**src/rtl/nvs_pkg.sv**
```systemverilog
package nvs_pkg;

    typedef enum logic [2:0] {
        CMD_NONE      = 3'd0,
        CMD_NV_ERASE  = 3'd1,
        CMD_NV_PROG   = 3'd2,
        CMD_VOL_CLEAR = 3'd3,
        CMD_VOL_LOAD  = 3'd4
    } arr_cmd_e;

    typedef enum logic [2:0] {
        S_IDLE,
        S_GRACE,
        S_ST_ERASE,
        S_ST_PROG,
        S_RC_CLEAR,
        S_RC_LOAD,
        S_BLIP,
        S_HOLD
    } seq_state_e;

endpackage

```
**src/rtl/nvs_timer.sv**
```systemverilog
module nvs_timer #(
    parameter int CW = 8
) (
    input  logic          clk,
    input  logic          rst_n,
    input  logic          load_i,
    input  logic [CW-1:0] val_i,
    output logic          expire_o
);

    logic [CW-1:0] cnt_d, cnt_q;

    always_comb begin
        cnt_d = cnt_q;
        if (load_i) begin
            cnt_d = val_i;
        end else if (cnt_q != '0) begin
            cnt_d = cnt_q - CW'(1);
        end
    end

    always_ff @(posedge clk or negedge rst_n) begin
        if (!rst_n) cnt_q <= '0;
        else        cnt_q <= cnt_d;
    end

    // last cycle of a phase that was loaded with N lasts exactly N cycles
    assign expire_o = (cnt_q == CW'(1));

endmodule

```
**src/rtl/nvs_req.sv**
```systemverilog
module nvs_req (
    input  logic clk,
    input  logic rst_n,
    input  logic pwr_loss_i,
    input  logic pwr_good_i,
    input  logic pl_take_i,
    input  logic rc_take_i,
    output logic low_o,
    output logic pl_req_o,
    output logic rc_req_o
);

    typedef struct packed {
        logic supply_low;
        logic rc_pend;
        logic pl_pend;
    } req_t;

    req_t d, q;

    always_comb begin
        d = q;
        if (pwr_good_i) d.supply_low = 1'b0;
        if (pwr_loss_i) begin
            d.supply_low = 1'b1;
            d.rc_pend    = 1'b1;
            d.pl_pend    = 1'b1;
        end
        if (pl_take_i) d.pl_pend = 1'b0;
        if (rc_take_i) d.rc_pend = 1'b0;
    end

    always_ff @(posedge clk or negedge rst_n) begin
        if (!rst_n) q <= '{supply_low: 1'b1, rc_pend: 1'b1, pl_pend: 1'b0};
        else        q <= d;
    end

    // a loss pulse acts in its own cycle so it outranks same-cycle requests
    assign low_o    = q.supply_low | pwr_loss_i;
    assign pl_req_o = q.pl_pend | pwr_loss_i;
    assign rc_req_o = q.rc_pend & ~low_o;

endmodule

```
**src/rtl/nv_shadow_ctrl.sv**
```systemverilog
module nv_shadow_ctrl #(
    parameter int STORE_CYC      = 10000,
    parameter int RECALL_CYC     = 20,
    parameter int PUP_RECALL_CYC = 550,
    parameter int GRACE_CYC      = 1,
    parameter int BLIP_CYC       = 1
) (
    input  logic       clk,
    input  logic       rst_n,
    input  logic       pwr_loss_i,
    input  logic       pwr_good_i,
    input  logic       store_req_n_i,
    input  logic       sw_store_i,
    input  logic       sw_recall_i,
    input  logic       wr_req_i,
    output logic       wr_accept_o,
    output logic       busy_n_o,
    output logic       inhibit_o,
    output logic [2:0] arr_cmd_o
);

    import nvs_pkg::*;

    localparam int ERASE_N  = STORE_CYC / 2;
    localparam int PROG_N   = STORE_CYC - ERASE_N;
    localparam int RC_CLR_N = RECALL_CYC / 2;
    localparam int RC_LD_N  = RECALL_CYC - RC_CLR_N;
    localparam int PU_CLR_N = PUP_RECALL_CYC / 2;
    localparam int PU_LD_N  = PUP_RECALL_CYC - PU_CLR_N;
    localparam int MAX_A    = (STORE_CYC > PUP_RECALL_CYC) ? STORE_CYC : PUP_RECALL_CYC;
    localparam int MAX_B    = (RECALL_CYC > GRACE_CYC) ? RECALL_CYC : GRACE_CYC;
    localparam int MAX_C    = (MAX_A > MAX_B) ? MAX_A : MAX_B;
    localparam int MAX_ALL  = (MAX_C > BLIP_CYC) ? MAX_C : BLIP_CYC;
    localparam int CW       = $clog2(MAX_ALL + 1);

    typedef struct packed {
        seq_state_e state;
        logic       pup;
        logic       dirty;
    } seq_t;

    seq_t          d, q;
    logic          ld;
    logic [CW-1:0] ld_val;
    logic          expire;
    logic          low, pl_req, rc_req, pl_take, rc_take;
    logic          wr_ok;
    arr_cmd_e      cmd;

    nvs_req i_req (
        .clk        (clk),
        .rst_n      (rst_n),
        .pwr_loss_i (pwr_loss_i),
        .pwr_good_i (pwr_good_i),
        .pl_take_i  (pl_take),
        .rc_take_i  (rc_take),
        .low_o      (low),
        .pl_req_o   (pl_req),
        .rc_req_o   (rc_req)
    );

    nvs_timer #(.CW(CW)) i_timer (
        .clk      (clk),
        .rst_n    (rst_n),
        .load_i   (ld),
        .val_i    (ld_val),
        .expire_o (expire)
    );

    assign wr_ok = wr_req_i && (q.state == S_IDLE) && store_req_n_i && !low;

    always_comb begin
        d       = q;
        ld      = 1'b0;
        ld_val  = '0;
        pl_take = 1'b0;
        rc_take = 1'b0;
        if (wr_ok) d.dirty = 1'b1;
        case (q.state)
            S_IDLE: begin
                if (pl_req) begin
                    pl_take = 1'b1;
                    ld      = 1'b1;
                    if (q.dirty) begin
                        d.state = S_ST_ERASE;
                        ld_val  = CW'(ERASE_N);
                    end else begin
                        d.state = S_BLIP;
                        ld_val  = CW'(BLIP_CYC);
                    end
                end else if (rc_req) begin
                    rc_take = 1'b1;
                    d.state = S_RC_CLEAR;
                    d.pup   = 1'b1;
                    ld      = 1'b1;
                    ld_val  = CW'(PU_CLR_N);
                end else if (!low) begin
                    if (!store_req_n_i) begin
                        d.state = S_GRACE;
                        ld      = 1'b1;
                        ld_val  = CW'(GRACE_CYC);
                    end else if (sw_store_i) begin
                        d.state = S_ST_ERASE;
                        ld      = 1'b1;
                        ld_val  = CW'(ERASE_N);
                    end else if (sw_recall_i) begin
                        d.state = S_RC_CLEAR;
                        d.pup   = 1'b0;
                        ld      = 1'b1;
                        ld_val  = CW'(RC_CLR_N);
                    end
                end
            end
            S_GRACE: begin
                if (expire) begin
                    if (q.dirty) begin
                        d.state = S_ST_ERASE;
                        ld      = 1'b1;
                        ld_val  = CW'(ERASE_N);
                    end else begin
                        d.state = S_HOLD;
                    end
                end
            end
            S_ST_ERASE: begin
                if (expire) begin
                    d.state = S_ST_PROG;
                    ld      = 1'b1;
                    ld_val  = CW'(PROG_N);
                end
            end
            S_ST_PROG: begin
                if (expire) begin
                    d.dirty = 1'b0;
                    d.state = store_req_n_i ? S_IDLE : S_HOLD;
                end
            end
            S_RC_CLEAR: begin
                if (expire) begin
                    d.state = S_RC_LOAD;
                    ld      = 1'b1;
                    ld_val  = q.pup ? CW'(PU_LD_N) : CW'(RC_LD_N);
                end
            end
            S_RC_LOAD: begin
                if (expire) begin
                    d.dirty = 1'b0;
                    d.state = S_IDLE;
                end
            end
            S_BLIP: begin
                if (expire) d.state = S_IDLE;
            end
            S_HOLD: begin
                if (store_req_n_i) d.state = S_IDLE;
            end
            default: d.state = S_IDLE;
        endcase
    end

    always_ff @(posedge clk or negedge rst_n) begin
        if (!rst_n) q <= '{state: S_IDLE, pup: 1'b0, dirty: 1'b0};
        else        q <= d;
    end

    always_comb begin
        cmd       = CMD_NONE;
        busy_n_o  = 1'b1;
        inhibit_o = 1'b0;
        case (q.state)
            S_ST_ERASE: begin cmd = CMD_NV_ERASE;  busy_n_o = 1'b0; inhibit_o = 1'b1; end
            S_ST_PROG:  begin cmd = CMD_NV_PROG;   busy_n_o = 1'b0; inhibit_o = 1'b1; end
            S_RC_CLEAR: begin cmd = CMD_VOL_CLEAR; inhibit_o = 1'b1; end
            S_RC_LOAD:  begin cmd = CMD_VOL_LOAD;  inhibit_o = 1'b1; end
            S_BLIP:     busy_n_o  = 1'b0;
            S_HOLD:     inhibit_o = 1'b1;
            default:    cmd = CMD_NONE;
        endcase
    end

    assign arr_cmd_o   = cmd;
    assign wr_accept_o = wr_ok;

endmodule

```
**config.mk**
```make
export PLATFORM = sky130hd
export DESIGN_NAME = nv_shadow_ctrl
export DESIGN_NICKNAME = d
export VERILOG_FILES = /design/src/rtl/nvs_pkg.sv /design/src/rtl/nvs_timer.sv /design/src/rtl/nvs_req.sv /design/src/rtl/nv_shadow_ctrl.sv
export SDC_FILE = /design/constraint.sdc
export NUM_CORES = 1
export LEC_CHECK = 0
export ABC_AREA = 1
export BUFFER_PORTS_ARGS = -buffer_cell sky130_fd_sc_hd__buf_4
export CAP_MARGIN = 30
export CELL_PAD_IN_SITES_DETAIL_PLACEMENT = 0
export CELL_PAD_IN_SITES_GLOBAL_PLACEMENT = 2
export CORE_MARGIN = 3
export CORE_UTILIZATION = 30
export CTS_CLUSTER_SIZE = 40
export DETAILED_ROUTE_END_ITERATION = 10
export PLACE_DENSITY_LB_ADDON = 0.2
export SYNTH_ARGS = -nofsm -noshare
export SYNTH_HDL_FRONTEND = slang
export SYNTH_SLANG_ARGS = --single-unit
```
**constraint.sdc**
```tcl
create_clock -name clk -period 1.75 [get_ports clk]
set_input_delay 0 -clock clk [delete_from_list [all_inputs] [get_ports clk]]
set_output_delay 0 -clock clk [all_outputs]
set_load 0.01 [all_outputs]
```
Word-level counts from Yosys, hierarchy flattened --
Cells that the tools add are included.
Word-level totals: bits of input ports 8, ROM bits 0, memories kept 0, register bits 22, latch bits 0, output and inout port bits 6, word-level logic and storage cells 108, RAM bits 0
Operators by class: reductions and logical operators 19, equality and inequality tests 18, bitwise gates (word level) 5, $lt $le $gt $ge 0, multipliers 0, divide/modulo/power cells 0, multiplexer cells 58, add/subtract/negate cells 1, shifts and indexed selects 0
Operators by type and width (number):
- $mux W14 | 7
- $pmux W14 S4 | 1
- $mux W13 | 4
- $mux W3 | 13
- $mux W1 | 24
- $pmux W3 S7 | 1
- $mux W9 | 2
- $mux W4 | 4
- $eq A14 B1 Y1 const B | 1
- $reduce_bool A14 Y1 | 1
- $sub A14 B1 Y14 const B | 1
- $eq A3 B3 Y1 const B | 4
- $ne A2 B2 Y1 const B | 6
- $pmux W3 S4 | 1
- $reduce_bool A2 Y1 | 6
- $reduce_and A8 Y1 | 1
- $eq A3 B2 Y1 const B | 2
- $ne A6 B4 Y1 const B | 1
- $reduce_and A6 Y1 | 1
- $reduce_or A2 Y1 | 3
- $reduce_or A5 Y1 | 1
- $ne A2 B1 Y1 const B | 2
- $ne A4 B4 Y1 const B | 1
- $eq A3 B1 Y1 const B | 1
- other kinds (8) | 12

Longest topological paths before layout --
Gate-level depths: netlist of the first run.
depth in word-level cells 8, depth in mapped cells 10

Cells and area by module --
Synthesis of the first run repeated with hierarchy kept, for this count alone.
Second synthesis, totals: cells, all modules 278, area, all modules 1746.7 um2
By module, submodules not included:
- nvs_timer | cells each 154, instances 1, area each 998.5 um2, seq. area each 350.3 um2
- nv_shadow_ctrl | cells each 110, instances 1, area each 620.6 um2, seq. area each 125.1 um2
- nvs_req | cells each 14, instances 1, area each 127.6 um2, seq. area each 77.6 um2

Worst setup path before layout of the first run --
Ideal clock, no wire load.
kind flip-flop to flip-flop, start point register i_timer.cnt_q[1], end point register i_timer.cnt_q[0], buffers on the path 0, period minus slack after synthesis 1389 ps, arrival time 1269 ps, cell stages (with the launch flop) 10, data required time 1630 ps, path slack 361 ps, cell sequence dfrtp_1 -> inv_1 -> ha_1 -> nand2_1 -> nor2_2 -> nand3_2 -> nand3_4 -> inv_2 -> o21ai_1 -> nand2_1
On the way: word-level cells in the longest chain between the ends 4, elaborated cells between the ends (all ways) 10, classes of those cells eq/ne (1); mux (7); reduce/logical (2)
RTL lines:
- from (decl) | RTL line nvs_timer.sv:11 | logic [CW-1:0] cnt_d, cnt_q;
- from (signal assigned) | RTL line nvs_timer.sv:24 | else cnt_q <= cnt_d;
- $eq A14 B1 Y1 | RTL line nvs_timer.sv:28 | assign expire_o = (cnt_q == CW'(1));
- $mux W9 (tied with other cells) | RTL line nv_shadow_ctrl.sv:139 | if (expire) begin
- $pmux W14 S4 or $pmux W1 S3 (tied branches) | RTL line nv_shadow_ctrl.sv:79 | case (q.state)
- $mux W14 or $reduce_bool A2 Y1 (tied branches)
Several ways; a longest one is shown, not always the timed one. A chain may end at the register's enable or synchronous reset.

Worst setup path after layout of the first run --
Ends and elaborated chain as after synthesis.

==> results.ini, run 1 <==
[timing]
rsz0062_at_grt=no
slew_viol_final=0
finalSetupTns_ns=0
fmax_ghz=0.640
fin_worst_skew_ns=0.00355
slew_headroom_pct=78.8
finalHoldViolCount=0
tightest_slew_ns=0.317
finalCritPeriodShare_pct=89.3
setup_viol=0
min_period_ns=1.56

[yosys]
synth_nets=252
ys_warn_count=0
ys_seq_elements=22
synth.avg_cell_area_um2=6.89
synth_top_cell_area_share_pct=30.1
seq_area_frac_synth_pct=33.3
synthCells=241
synth_area_leaders=dfrtp_1 (30%), nand2_1 (12%), nor2_1 (7.9%)
syn_area_mm2=0.00166
synth.distinct_cells=28
yosysTopAreaCell=dfrtp_1

[power]
power_density_mw_per_mm2=1720
p_leak_uw=0.000972
peakVddDrop_mv=0.710

[worst_setup_path]
arrival_ns=1.73
critical_path_class=register to register
worst_path_max_delay_cell=dfrtp_1
path_cells=inv_1 > ha_1 > nand2_1 > nor2_4 > nand3_2 > nand3_4 > inv_2 > o21ai_1 > nand2_1
cp_common_cell=nand2_1
required_ns=1.91
critPathLaunchType=register
crit_path_end_kind=register
critPathMaxStageDelay_ns=0.41
crit_fanout=8

[route]
num_vias=1557
wl_per_cell_um=13.1
avgViaCountPerCell=4.65
drc=0
drt_first_pass_iters=4
wirelength_um=4380
ant_nets=0
drt-initial-drc-count=35

[placement]
gp_congestion=0.774
place_hpwl_um=3500
port_buffers=13
place_area_mm2=0.00187

[cells_and_area]
final_cell_area_mm2=0.00198
final_layout_size_suffix_gt1_share_pct=21.5
n_antenna_cell=0
nNetsFinal=277
synthToLayoutAreaGrowth_pct=19.3
fin_util_pct=37.8

[global_route]
grt_pass1_vias=1600
antenna_found_initial=0
grt_pass1_wl_um=7550
grt_start_max_net_pins=23
grt_usage_pct=15.2
overflow=0

[floorplan]
die_h_um=80.4
placementRows=26
die_w_um=80.4
start_util_pct=31.7
die_area_mm2=0.00646
ios=14
core_area_mm2=0.00524

[clocking]
cts_buffers=3
insertion_delay_ns=0.27
cts_buffer_depth=2
postCtsSetupRepairBufs=0
clock-sinks=22
htree_levels=1
cts_tree=built
cts_root_buffer=clkbuf_8
path_clk_slew_ns=0.09

[worst_hold_path]
hold_class=primary input to register

[run_status]
status=finished clean

[flow_run]
cap_violations=0

[through the flow]
stage	hold WS, ns	instances	power (uW)	setup WS [ns]
6_report	0.133	335	3410	0.187
4_1_cts	0.126	335	3440	0.0625
3_3_place_gp	-0.0808	327	3050	0.0758
5_1_grt	0.151	335	3800	0.0118
3_5_place_dp	-0.0811	327	3020	0.103
2_1_floorplan	-0.296	241	2440	0.361
[power breakdown]
part	internal [uW]	total (uW)	switching (uW)
sequential	739	974	235
clock	201	395	194
combinational	750	2040	1290
total	1690	3410	1720
[flip-flops by register name, summed over array words and instances, names as in the netlist]
| signal | count |
|---|---|
| q | 5 |
| i_req.q | 3 |
| i_timer.cnt_q | 14 |
[what timing repair did]
| action | CTS | global route |
|---|---|---|
| hold buffers | 4 | 0 |
| endpoints found under the setup margin | 0 | 4 |
| hold endpoints to repair | 25 | 0 |
| gates resized for setup | 0 | 6 |
[cell families after synthesis]
| group | synth area share [%] |
|---|---|
| compound gates | 10.3 |
| xor+xnor | 2.64 |
| fa+ha+maj | 2.26 |
| buf+inv | 8.44 |
| flops | 33.3 |
| simple gates | 43.0 |
[cell usage in the layout (no fill, tap or decap)]
| cell | n |
|---|---|
| dfstp_2 | 2 |
| o211ai_1 | 2 |
| nand2_2 | 6 |
| clkinv_4 | 1 |
| nor2_1 | 32 |
| inv_2 | 5 |
| nor3_2 | 1 |
| clkbuf_8 | 4 |
| nand3_4 | 1 |
| buf_4 | 16 |
| nand4_1 | 2 |
| o21ai_2 | 1 |
| nand3_2 | 4 |
| nor2_4 | 5 |
| o21ai_0 | 14 |
| nand3b_1 | 2 |
| dlygate4sd3_1 | 4 |
| nand3_1 | 18 |
| nand2_1 | 52 |
| dfrtp_1 | 20 |
| inv_1 | 30 |
| o22ai_1 | 2 |
| nor2_8 | 1 |
| xor2_1 | 3 |
| ha_1 | 3 |
| o21ai_1 | 5 |
| xnor2_1 | 2 |
| nor2_2 | 8 |
| nor3_1 | 9 |
| a21oi_1 | 8 |
| nand2_4 | 2 |
[final timing paths]
kind	startpoint	to	slack, ns	cells after the start
worst max-delay path	i_timer.cnt_q[1]	i_timer.cnt_q[0]	0.19	9
worst min-delay path	wr_req_i	q[0]	0.13	5
worst max register to register	i_timer.cnt_q[1]	i_timer.cnt_q[0]	0.19	9
worst min register to register	i_req.q[0]	i_req.q[0]	0.52	2
max in group asynchronous	rst_n	i_req.q[2]	1.30	2
min in group asynchronous	rst_n	i_timer.cnt_q[6]	0.16	2
[cell type report]
type                            instances  area, um2
Tap cell                               70       87.6
Timing Repair Buffer                   20        160
Sequential cell                        22        553
Inverter                               36        140
Fill cell                             584       3260
Clock buffer                            4       55.1
Multi-Input combinational cell        183        985
[routing by layer]
metal  vias to the layer above  routed length (um)  global-route usage [%]  share of wire, %
met5                         -                   0                       0                 0
met4                         0                  59                    4.22               1.3
met3                         4                 123                    3.03               2.8
met2                        23                2300                    28.6                53
met1                       712                1890                    17.2                43
li1                        818                   -                       -                 -
[synth_stat cells, drive strengths merged]
cell type / count
nand2: 60
nor2: 46
inv: 35
nand3: 23
dfrtp: 20
o21ai: 20
nor3: 10
a21oi: 8
ha: 3
xor2: 3
dfstp: 2
nand3b: 2
nand4: 2
o211ai: 2
o22ai: 2
xnor2: 2
clkinv: 1
[critical path, delay by kind of cell (launching register included)]
| kind | cells | cell delay (ns) |
|---|---|---|
| AO/OA/AOI/OAI | 1 | 0.09 |
| adder cells (fa/ha/maj) | 1 | 0.15 |
| buffers and inverters | 2 | 0.19 |
| flip-flops | 1 | 0.41 |
| AND/OR/NAND/NOR | 5 | 0.62 |
(Power assumes the default switching activity.)
==> run 2, diff against run 1 <==
- HOLD_SLACK_MARGIN: not set -> 0.05
- clock period: 1.75 -> 1.5 ns (I/O delays scaled with it)
==> run 2 against run 1 <==
Effect of this change: the run now ends with negative setup slack left; die area unchanged; clock power rose by 13%; sequential share of layout area shrank 5.6 points; maximum frequency grew 3.6%; sequential power grew 12%; register-to-register slack got worse by 0.20 ns; critical path depth did not move; global-route usage is 0.86 points higher; worst setup slack got worse by 0.20 ns; largest power group unchanged; highest routed layer unchanged.
==> results.ini, run 2 (same netlist as run 1, synthesis figures left out) <==
[run_status]
status=finished with violations
failed_checks=negative setup slack

[worst_setup_path]
cpLargestDelayFamily=simple AND/OR/NAND/NOR gates
crit_fanout=7  ; -1
critical_path_class=register to register
arrival_ns=1.67  ; -0.06 ns
critPathBufInv=1  ; -1
worstReg2RegEnd=i_timer.cnt_q[1]
cp_common_cell=nand2_2
crit_path_end_kind=register
critPathMaxStageDelay_ns=0.41  ; about the same
worst_path_max_delay_cell=dfrtp_1
worstRegToRegCells=9  ; unchanged
path_cells=inv_2 > ha_4 > nand2_2 > nor2_4 > nand3_2 > nand3_4 > nor2_8 > nand2_2 > nand2_2
r2r_slack_ns=-0.009  ; -0.20 ns
required_ns=1.67  ; -0.24 ns
critPathLaunchType=register
reg2reg_from=i_timer.cnt_q[1]

[timing]
tightest_slew_ns=0.327  ; +0.00968 ns
fmax_ghz=0.663  ; +3.6%
finalCritPeriodShare_pct=101  ; +11 points
fin_worst_skew_ns=0.00566  ; +0.00212 ns
min_period_ns=1.51  ; -0.0543 ns
slew_viol_final=0  ; unchanged
setup_viol=3  ; +3
rsz0062_at_grt=yes
finalSetupTns_ns=-0.0234  ; -0.0234 ns
finalHoldViolCount=0  ; unchanged
timing.final.ws_setup_ns=-0.00886  ; -0.196 ns
slew_headroom_pct=78.2  ; -0.65 points

[cells_and_area]
final_common_cell=buf_4
n_antenna_cell=0  ; unchanged
n_fill_cell=558  ; -4.5%
final_cell_mix=buf_4 (55), nand2_1 (43), inv_1 (28), nor2_1 (23), dfrtp_1 (19)
largest_reg_flops=14  ; unchanged
synthToLayoutAreaGrowth_pct=49.4
top_register=i_timer.cnt_q
fin_util_pct=47.4  ; +9.6 points
seq_area_um2=554  ; +0.23%
final_layout_size_suffix_gt1_share_pct=44.6  ; +23 points
reg_top3=i_timer.cnt_q: 14 flops, q: 5 flops, i_req.q: 3 flops
nNetsFinal=319  ; +15%
multi_input_area_mm2=0.00114  ; +16%

[clocking]
insertion_delay_ns=0.27  ; about the same
path_clk_slew_ns=0.09  ; about the same
clock-sinks=22  ; unchanged
cts_buffers=3  ; unchanged
cts_root_buffer=clkbuf_8
cts_buffer_depth=2  ; unchanged
htree_levels=1  ; unchanged
cts_tree=built

[power]
report.power.total_uw=5110  ; +50%
peakVddDrop_mv=0.905  ; +28%
power_density_mw_per_mm2=2060  ; +20%
p_leak_uw=0.00123  ; +27%

[route]
num_vias=1751  ; +12%
wl_per_cell_um=12.6  ; -3.5%
wirelength_um=4750  ; +8.6%
drt-initial-drc-count=55  ; +57%
ant_nets=0  ; unchanged
avgViaCountPerCell=4.64  ; about the same
drt_first_pass_iters=4  ; unchanged
drc=0  ; unchanged

[floorplan]
die_area_mm2=0.00646  ; unchanged
ios=14  ; unchanged
placementRows=26  ; unchanged
die_w_um=80.4  ; unchanged
core_area_mm2=0.00524  ; unchanged
die_h_um=80.4  ; unchanged
start_util_pct=31.7  ; unchanged

[global_route]
grt_start_max_net_pins=23  ; unchanged
overflow=0  ; unchanged
grt_pass1_wl_um=8050  ; +6.6%
antenna_found_initial=0  ; unchanged
grt_usage_pct=16.1  ; +0.86 points
grt_pass1_vias=1761  ; +10%

[worst_hold_path]
holdPathStages=5  ; unchanged
min_to=q[0]
hp-start=wr_req_i
hold_class=primary input to register

[placement]
gp_congestion=0.792  ; +2.3%
place_hpwl_um=3760  ; +7.5%
pre_cts_ws_ns=-0.0685  ; -0.172 ns
port_buffers=13  ; unchanged

[flow_run]
cap_violations=0  ; unchanged

[run 2: cell count changes in the layout (fill, tap and decap cells not counted), sizes merged]
| cell | previous run | this run |
|---|---|---|
| inv | 35 | 36 |
| buf | 16 | 59 |
| dlygate4sd3 | 4 | 3 |
| clkinv | 1 | 0 |
[run 2: layer usage]
metal,vias to the layer above,wire [um],track usage (%)
li1,905,-,-
met1,815,2040,18.8
met2,27,2530,30.5
met3,4,139,2.02
met4,0,35,4.05
met5,-,0,0
[run 2: power by group]
part,internal [uW],switching (uW),leakage [uW]
clock,234,212,0.0000288
sequential,865,227,0.000273
combinational,1620,1950,0.000933
[run 2: worst max path at each step]
stage / startpoint / end / slack, ns / cells past startpoint
final: i_timer.cnt_q[1] / i_timer.cnt_q[1] / -0.009 / 9
after global routing: i_timer.cnt_q[9] / i_timer.cnt_q[1] / -0.1 / 8
after CTS: i_timer.cnt_q[10] / i_timer.cnt_q[0] / -0.03 / 8
after detailed placement: i_timer.cnt_q[1] / i_timer.cnt_q[0] / -0.07 / 9
after global placement: i_timer.cnt_q[1] / i_timer.cnt_q[0] / -0.07 / 9
after floorplan: i_timer.cnt_q[1] / i_timer.cnt_q[0] / 0.11 / 9
[run 2: layout make-up]
type	instances	area share (%)
clock buffers	4	2.22
inverters	36	5.85
multi-input cells	183	46.0
flip-flops and latches	22	22.3
well taps	70	3.53
repair buffers	62	20.0
[run 2: per-stage QoR]
step                cell area, um2  instances  hold slack (ns)
floorplan                     1660        241           -0.296
global placement              2140        363          -0.0720
detailed placement            2140        363          -0.0730
CTS                           2280        372            0.129
global route                  2480        377            0.183
finish                        2480        377            0.137
[run 2: repair_timing]
action                     in CTS  in global routing
hold endpoints to repair       25                  0
resized for setup              11                 44
setup endpoints to repair      16                 20
setup buffers                   2                  5
hold buffers                    3                  0
pin swaps                       6                 22
[run 2: worst min-delay path, cell delays in order]
cell	delay, ns
buf_4	0.08
nand2_1	0.07
nor2_4	0.11
o22ai_2	0.07
inv_1	0.05
==> run 3, diff against run 2 <==
- CORE_MARGIN: 3 -> 2
- CTS_BUF_LIST: not set -> sky130_fd_sc_hd__clkbuf_4 sky130_fd_sc_hd__clkbuf_8
- clock period: 1.5 -> 1.8 ns (I/O delays scaled with it)
==> run 3 against run 2 <==
Effect of this change: the run now ends clean; first-iteration DRC count shrank 25%; utilization fell by 12 points; die area shrank 4.9%; critical path depth down 2; clock-buffer cell count is the same.
==> results.ini, run 3 (same netlist as run 1, synthesis figures left out) <==
[global_route]
grt_pass1_vias=1627  ; -7.6%
grt_start_max_net_pins=23  ; unchanged
overflow=0  ; unchanged
grt_pass1_wl_um=7590  ; -5.7%
grt_usage_pct=15.6  ; -0.51 points
antenna_found_initial=0  ; unchanged

[cells_and_area]
final_cell_area_mm2=0.00195  ; -21%
nNetsFinal=275  ; -14%
final_common_cell=nand2_1
fin_util_pct=35.8  ; -12 points
n_fill_cell=608  ; +9.0%
reg_top3=i_timer.cnt_q: 14 flops, q: 5 flops, i_req.q: 3 flops
multi_input_area_um2=972  ; -15%
final_layout_size_suffix_gt1_share_pct=19.4  ; -25 points
top_register=i_timer.cnt_q
final_cell_mix=nand2_1 (52), nor2_1 (35), inv_1 (31), dfrtp_1 (20), nand3_1 (18)
n_antenna_cell=0  ; unchanged
seq_area_um2=553  ; -0.23%
largest_reg_flops=14  ; unchanged
synthToLayoutAreaGrowth_pct=17.4

[route]
drt_first_pass_iters=4  ; unchanged
drt-initial-drc-count=41  ; -25%
avgViaCountPerCell=4.51  ; -2.8%
wl_per_cell_um=13.0  ; +3.4%
wirelength_um=4370  ; -8.1%
num_vias=1512  ; -14%
ant_nets=0  ; unchanged
drc=0  ; unchanged

[timing]
finalSetupTns_ns=0  ; +0.0234 ns
setup_viol=0  ; -3
min_period_ns=1.64  ; +0.127 ns
finalCritPeriodShare_pct=90.9  ; -9.7 points
tightest_slew_ns=0.321  ; -0.00652 ns
fin_worst_skew_ns=0.00321  ; -0.00246 ns
slew_headroom_pct=78.6  ; +0.43 points
fmax_ghz=0.611  ; -7.7%
timing.final.ws_setup_ns=0.164  ; +0.173 ns
rsz0062_at_grt=no
slew_viol_final=0  ; unchanged
finalHoldViolCount=0  ; unchanged

[floorplan]
ios=14  ; unchanged
start_util_pct=30.5  ; -1.2 points
placementRows=27  ; +3.8%
die_area_mm2=0.00615  ; -4.9%
die_h_um=78.4  ; -2.5%
core_area_mm2=0.00544  ; +3.8%
die_w_um=78.4  ; -2.5%

[placement]
place_area_mm2=0.00186  ; -13%
gp_congestion=0.788  ; -0.45%
port_buffers=13  ; unchanged
place_hpwl_um=3490  ; -7.3%
pre_cts_ws_ns=0.178  ; +0.247 ns

[run_status]
status=finished clean

[clocking]
cts_buffer_depth=2  ; unchanged
path_clk_slew_ns=0.09  ; about the same
cts_tree=built
insertion_delay_ns=0.26  ; about the same
postCtsSetupRepairBufs=0  ; -2
htree_levels=1  ; unchanged
cts_buffers=3  ; unchanged
cts_root_buffer=clkbuf_8
clock-sinks=22  ; unchanged

[power]
power_density_mw_per_mm2=1660  ; -19%
p_leak_uw=0.000960  ; -22%
peakVddDrop_mv=0.663  ; -27%

[worst_setup_path]
critical_path_class=register to register
critPathLaunchType=register
crit_path_end_kind=register
arrival_ns=1.83  ; +0.16 ns
crit_fanout=6  ; -1
required_ns=1.99  ; +0.32 ns

[flow_run]
cap_violations=0  ; unchanged

[worst_hold_path]
hold_class=primary input to register

-- run 3: cell types whose count changed in the layout (fill, tap and decap cells not counted), sizes merged --
cell,delta
clkinv,+1
buf,-45
dlygate4sd3,+1
inv,-1
-- run 3: worst max-delay path, stage by stage (launching register included) --
cell	delay, ns
dfrtp_1	0.40
inv_1	0.16
ha_1	0.22
inv_1	0.10
nor2_1	0.23
xor2_1	0.20
nand3_1	0.09
a21oi_1	0.15
-- run 3: worst paths after layout --
kind | from | slack [ns] | cells after the start | to
worst max-delay path | i_timer.cnt_q[0] | 0.16 | 7 | i_timer.cnt_q[4]
worst min-delay path | store_req_n_i | 0.16 | 4 | q[2]
worst max register to register | i_timer.cnt_q[0] | 0.16 | 7 | i_timer.cnt_q[4]
worst min register to register | i_timer.cnt_q[1] | 0.54 | 2 | i_timer.cnt_q[1]
max in group asynchronous | rst_n | 1.34 | 2 | i_req.q[1]
min in group asynchronous | rst_n | 0.17 | 2 | i_timer.cnt_q[6]
-- run 3: cell type report --
class,instances,share of cell area [%]
clock buffer,4,2.50
timing repair buffer,18,7.45
sequential,22,28.4
inverter,36,7.19
tap,72,4.62
multi-input combinational,183,49.9
-- run 3: report_power, final --
group | leakage (uW) | switching (uW) | internal, uW
clock | 0.0000262 | 174 | 173
sequential | 0.000274 | 236 | 718
combinational | 0.000660 | 1230 | 701
-- run 3: metal layers --
metal	global-route usage, %	routed length (um)	vias up
met5	0	0	-
met4	2.63	19	0
met3	1.72	71	2
met2	30.3	2300	10
met1	18.5	1970	686
li1	-	-	814
-- run 3: repair_timing --
action                     4_1_cts  5_1_grt
resized for setup                0        1
hold endpoints to repair        25        0
hold buffers                     4        0
setup endpoints to repair        0        1
-- run 3: through the flow --
step / cells / power (uW) / hold WS (ns)
floorplan: 241 / 2380 / -0.296
global route: 335 / 3590 / 0.173
finish: 335 / 3240 / 0.159
detailed placement: 327 / 2910 / -0.0678
CTS: 335 / 3280 / 0.158
global placement: 327 / 2940 / -0.0797
